`src/rtl/int_alu_pkg.sv`:
```
package int_alu_pkg;
  localparam int OP_W = 4;

  typedef enum logic [OP_W-1:0] {
    OP_ADD  = 4'd0,
    OP_ADDW = 4'd1,
    OP_SUB  = 4'd2,
    OP_SUBW = 4'd3,
    OP_AND  = 4'd4,
    OP_OR   = 4'd5,
    OP_XOR  = 4'd6,
    OP_NOR  = 4'd7,
    OP_SHL  = 4'd8,
    OP_SHRL = 4'd9,
    OP_SHRA = 4'd10,
    OP_LTS  = 4'd11,
    OP_LTU  = 4'd12,
    OP_UPI  = 4'd13,
    OP_RSV0 = 4'd14,
    OP_RSV1 = 4'd15
  } alu_op_e;

  typedef enum logic [1:0] {
    BW_AND = 2'd0,
    BW_OR  = 2'd1,
    BW_XOR = 2'd2,
    BW_NOR = 2'd3
  } bw_sel_e;
endpackage

```
`src/rtl/alu_addsub.sv`:
```
module alu_addsub #(
  parameter int W = 32
) (
  input  logic [W-1:0] a_i,
  input  logic [W-1:0] b_i,
  input  logic         sub_i,
  output logic [W-1:0] sum_o,
  output logic         carry_o,
  output logic         ovf_o
);
  logic [W-1:0] b_eff;
  logic [W:0]   wide;

  assign b_eff   = sub_i ? ~b_i : b_i;
  assign wide    = {1'b0, a_i} + {1'b0, b_eff} + {{W{1'b0}}, sub_i};
  assign sum_o   = wide[W-1:0];
  assign carry_o = wide[W];
  // same input signs, different result sign
  assign ovf_o   = (a_i[W-1] == b_eff[W-1]) && (wide[W-1] != a_i[W-1]);
endmodule

```
`src/rtl/alu_bitwise.sv`:
```
module alu_bitwise
  import int_alu_pkg::*;
#(
  parameter int W = 32
) (
  input  logic [W-1:0] a_i,
  input  logic [W-1:0] b_i,
  input  bw_sel_e      sel_i,
  output logic [W-1:0] res_o
);
  always_comb begin
    unique case (sel_i)
      BW_AND:  res_o = a_i & b_i;
      BW_OR:   res_o = a_i | b_i;
      BW_XOR:  res_o = a_i ^ b_i;
      default: res_o = ~(a_i | b_i);
    endcase
  end
endmodule

```
`src/rtl/alu_shifter.sv`:
```
module alu_shifter #(
  parameter int W    = 32,
  parameter int SH_W = $clog2(W)
) (
  input  logic [W-1:0]    data_i,
  input  logic [SH_W-1:0] amt_i,
  input  logic            left_i,
  input  logic            arith_i,
  output logic [W-1:0]    data_o
);
  logic [W-1:0] rev_in, rev_out;
  logic [W-1:0] stage [SH_W+1];
  logic         fill;

  // left shift = reverse, right shift, reverse
  for (genvar i = 0; i < W; i++) begin : g_rev
    assign rev_in[i]  = data_i[W-1-i];
    assign rev_out[i] = stage[SH_W][W-1-i];
  end

  assign fill     = arith_i & ~left_i & data_i[W-1];
  assign stage[0] = left_i ? rev_in : data_i;

  for (genvar k = 0; k < SH_W; k++) begin : g_stage
    localparam int S = 1 << k;
    assign stage[k+1] = amt_i[k] ? {{S{fill}}, stage[k][W-1:S]} : stage[k];
  end

  assign data_o = left_i ? rev_out : stage[SH_W];
endmodule

```
`src/rtl/int_alu.sv`:
```
module int_alu
  import int_alu_pkg::*;
#(
  parameter int DATA_W = 32,
  parameter int SH_W   = $clog2(DATA_W)
) (
  input  logic [DATA_W-1:0] a_i,
  input  logic [DATA_W-1:0] b_i,
  input  logic [SH_W-1:0]   shamt_i,
  input  logic [OP_W-1:0]   op_i,
  output logic [DATA_W-1:0] result_o,
  output logic              ovf_o
);
  localparam int HALF_W = DATA_W / 2;

  alu_op_e           op;
  logic              do_sub;
  logic [DATA_W-1:0] sum;
  logic              carry, add_ovf;
  logic [DATA_W-1:0] bw_res, sh_res;
  bw_sel_e           bw_sel;
  logic              lt_s, lt_u;

  assign op     = alu_op_e'(op_i);
  assign do_sub = (op == OP_SUB) || (op == OP_SUBW) || (op == OP_LTS) || (op == OP_LTU);
  assign bw_sel = bw_sel_e'(op_i[1:0]);

  alu_addsub #(.W(DATA_W)) u_addsub (
    .a_i(a_i), .b_i(b_i), .sub_i(do_sub),
    .sum_o(sum), .carry_o(carry), .ovf_o(add_ovf)
  );

  alu_bitwise #(.W(DATA_W)) u_bitwise (
    .a_i(a_i), .b_i(b_i), .sel_i(bw_sel), .res_o(bw_res)
  );

  alu_shifter #(.W(DATA_W), .SH_W(SH_W)) u_shifter (
    .data_i(a_i), .amt_i(shamt_i),
    .left_i(op == OP_SHL), .arith_i(op == OP_SHRA),
    .data_o(sh_res)
  );

  assign lt_s = sum[DATA_W-1] ^ add_ovf;
  assign lt_u = ~carry;

  always_comb begin
    result_o = '0;
    ovf_o    = 1'b0;
    unique case (op)
      OP_ADD, OP_SUB: begin
        result_o = sum;
        ovf_o    = add_ovf;
      end
      OP_ADDW, OP_SUBW:             result_o = sum;
      OP_AND, OP_OR, OP_XOR, OP_NOR: result_o = bw_res;
      OP_SHL, OP_SHRL, OP_SHRA:     result_o = sh_res;
      OP_LTS:                       result_o = {{(DATA_W-1){1'b0}}, lt_s};
      OP_LTU:                       result_o = {{(DATA_W-1){1'b0}}, lt_u};
      OP_UPI:                       result_o = {b_i[HALF_W-1:0], {HALF_W{1'b0}}};
      default:                      result_o = '0;
    endcase
  end
endmodule

```
`config.mk`:
```
export PLATFORM = sky130hd
export DESIGN_NAME = int_alu
export DESIGN_NICKNAME = d
export VERILOG_FILES = /design/src/rtl/int_alu_pkg.sv /design/src/rtl/alu_addsub.sv /design/src/rtl/alu_bitwise.sv /design/src/rtl/alu_shifter.sv /design/src/rtl/int_alu.sv
export SDC_FILE = /design/constraint.sdc
export NUM_CORES = 1
export LEC_CHECK = 0
export CAP_MARGIN = 20
export CORE_MARGIN = 1.5
export CORE_UTILIZATION = 50
export DETAILED_ROUTE_END_ITERATION = 8
export PLACE_DENSITY = 0.74
export SLEW_MARGIN = 20
export SYNTH_ARGS = -nofsm -noshare
export SYNTH_HDL_FRONTEND = slang
export SYNTH_SLANG_ARGS = --single-unit
```
`constraint.sdc`:
```
create_clock -name vclk -period 7.4
set_input_delay 0.74 -clock vclk [all_inputs]
set_output_delay 0.74 -clock vclk [all_outputs]
set_load 0.02 [all_outputs]
```
==> summary.md <==
| Metric | Value |
|---|---|
| Status | finished, final reports clean |
| DIE AREA | approximately 16000 um2 |
| Seq/Total Area, Yosys | 0% |
| Reg power frac | 0% |
| Hold slack | 2.72 ns |
| Leak Pwr | 3.85 nW |
| DRC violations left | 0 |
| Post-Route WL | 33600 um |
| Crit Path Category | in2out |
| Area Overhead vs Synth | 14.6% |
| P_sw | 0.539 mW |
| Row count | 45 |
| Worst setup margin | 0.795 ns |
| Initial DRC count | 1048 |
| Worst Path Required | 6.66 ns |
| Fillers | ~1500 |
| Clock buffers | 0 |
| Distinct cells, synth | a little under 80 |
| Max-slew violation count | 0 |
| Syn nets | 1225 |
| DP Area | 9000 um2 |
| Syn Inst Count | 1054 |
| Max Cap Viol | 0 |
| Finished Cell Area | 9000 um2 |
| Dpl hpwl | 27100 um |
| Unrepaired setup endpoints after global routing | no |
| Total global-route track usage | approximately two fifths |
| Multi-input logic area | 7230 um2 |
| Total placed cells including tap cells | 1314 |
| Worst Path Arrival | 5.87 ns |
| Largest net degree at the start of global routing | 75 |
| Die height | 128 um |
| Post-route ant nets | 0 |
| Combinational share of power | 100.0% |
| Initial antenna violation count | 1 |
| Final min period | 6.61 ns |
| Worst Path Max Fanout | 15 |
| Via Count | 8869 |
| HP Class | in2out |
| Non-Filler Instances | 1314 |
| Fin nets | 1276 |
| Post-CTS sizing | 0 |
| Synthesized area | 7850 um2 |
| Register cell area after layout | 0 um2 |
| # setup viols final | 0 |
| FF+latch count | 0 |
| Post-CTS Setup Inserts | 0 |
| Post-place setup slack | 0.879 ns |
| Mean routed wirelength per cell | 25.6 um |
| Tightest Pin Transition | 0.924 ns |
| Synthesized area per cell | 7.45 um2 |
| IO Port Bufs | 106 |
| Vias/cell | between 6 and 7 |
| First-pass GRT wire length | 50100 um |
| Final Wtd Congestion | between 1 and 1.5 |
| Total gr overflow | 0 |
| Cell area power density | 101 nW/um2 |
| Final Hold Vio Count | 0 |
| Core Area | 15300 um2 |
| Max Clk Rate | 151 MHz |
| Design Power | 0.907 mW |
| Clk pwr share | 0% |
| Die X | 128 um |
| CTS Hold Bufs | 0 |
| Post-layout util | 59.0% |
| Normalized max-slew margin | between 30% and 40% |
| Initial DRT Pass Iterations | 8 |
| Sw Ratio | 59.4% |
| Worst vdd ir | 54.2 uV |
| Synth warn | 0 |
| IO Pins | 106 |
| Internal | 0.368 mW |
| Total negative slack | 0 ns |
| Startpoint Class | input port |
| Share of cells above drive strength 1 | 8.16% |
| N_diodes | 0 |
| Initial core utilization | 51.4% |
| Final period util | 89.3% |
| CP Capture Type | primary output |
| Vias in the first global route | 8189 |
[worst max-delay path, cell delays in order]
cell and delay, ns:
clkdlybuf4s50_1 0.69, nand4bb_1 0.30, o21ai_4 0.22, buf_4 0.34
xnor2_1 0.10, ha_1 0.34, nor2b_1 0.24, o2111ai_1 0.16
a2111oi_0 0.68, nor3_1 0.17, o21ai_1 0.49, a31oi_1 0.27
o31a_1 0.29, a311o_1 0.28, clkdlybuf4s50_1 0.54
[layer usage]
layer / vias to the layer above / global-route usage, % / share of wire, %
li1: 3990 / - / -
met1: 4176 / 50.4 / 39
met2: 569 / 68.6 / 46
met3: 134 / 4.97 / 8.5
met4: 0 / 20.6 / 6.6
met5: - / 0 / 0
[cells in the mapped netlist (all sizes together), types with 21 or more instances]
library cell  instances  area (um2)
xnor2                70         613
o21ai                77         385
nor2                 63         236
mux2i                82         821
mux4                 48        1080
clkbuf               49         184
nand3                21         105
ha                   97        1210
buf                  27         163
a21oi                80         400
inv                  78         293
nand2               117         439
[cell families (layout without fill, tap and decap cells)]
| group | count (synthesis) | after routing | share of synthesized area, % |
|---|---|---|---|
| xor+xnor | 88 | 88 | 9.82 |
| compound gates | 303 | 303 | 24.9 |
| buf+inv | 155 | 204 | 8.19 |
| fa+ha+maj | 98 | 98 | 15.7 |
| mux | 135 | 135 | 25.0 |
| simple gates | 275 | 275 | 16.3 |
[path summary, 6_finish.rpt]
path  startpoint           to  depth (start not counted)
max      op_i[2]  result_o[0]                         15
min      op_i[1]  result_o[9]                          6
[area by class of cell]
type	count	area share [%]
inverter	79	3.30
multi-input combinational	899	80.3
tap	211	2.93
timing repair buffer	125	13.4
[placed cells by master (no fill, tap or decap), types with 9 or more instances in the layout]
cell type,Yosys,layout
o21ai_1,17,16
nand3_1,21,21
xnor2_1,70,70
nand4_1,9,9
mux4_2,47,47
o22ai_1,10,10
nand2_1,117,117
a21o_1,19,19
mux2i_1,82,82
a22oi_1,11,11
a21oi_1,80,80
nor2b_1,14,13
nor2_1,63,63
buf_4,1,19
o21ai_0,60,60
a211oi_1,12,12
o211ai_1,17,17
a31oi_1,9,9
nor3_1,11,11
inv_1,76,76
clkdlybuf4s50_1,0,104
xor2_1,18,18
ha_1,97,97
[power groups by stage]
| stage | Sequential, mW | Combinational (mW) | Clock [mW] |
|---|---|---|---|
| 2_1_floorplan | 0 | 0.572 | 0 |
| 5_1_grt | 0 | 0.967 | 0 |
| 3_5_place_dp | 0 | 0.882 | 0 |
| 4_1_cts | 0 | 0.886 | 0 |
| 3_3_place_gp | 0 | 0.881 | 0 |
| 6_report | 0 | 0.907 | 0 |
Note: power is estimated with default switching activity, not from simulation.
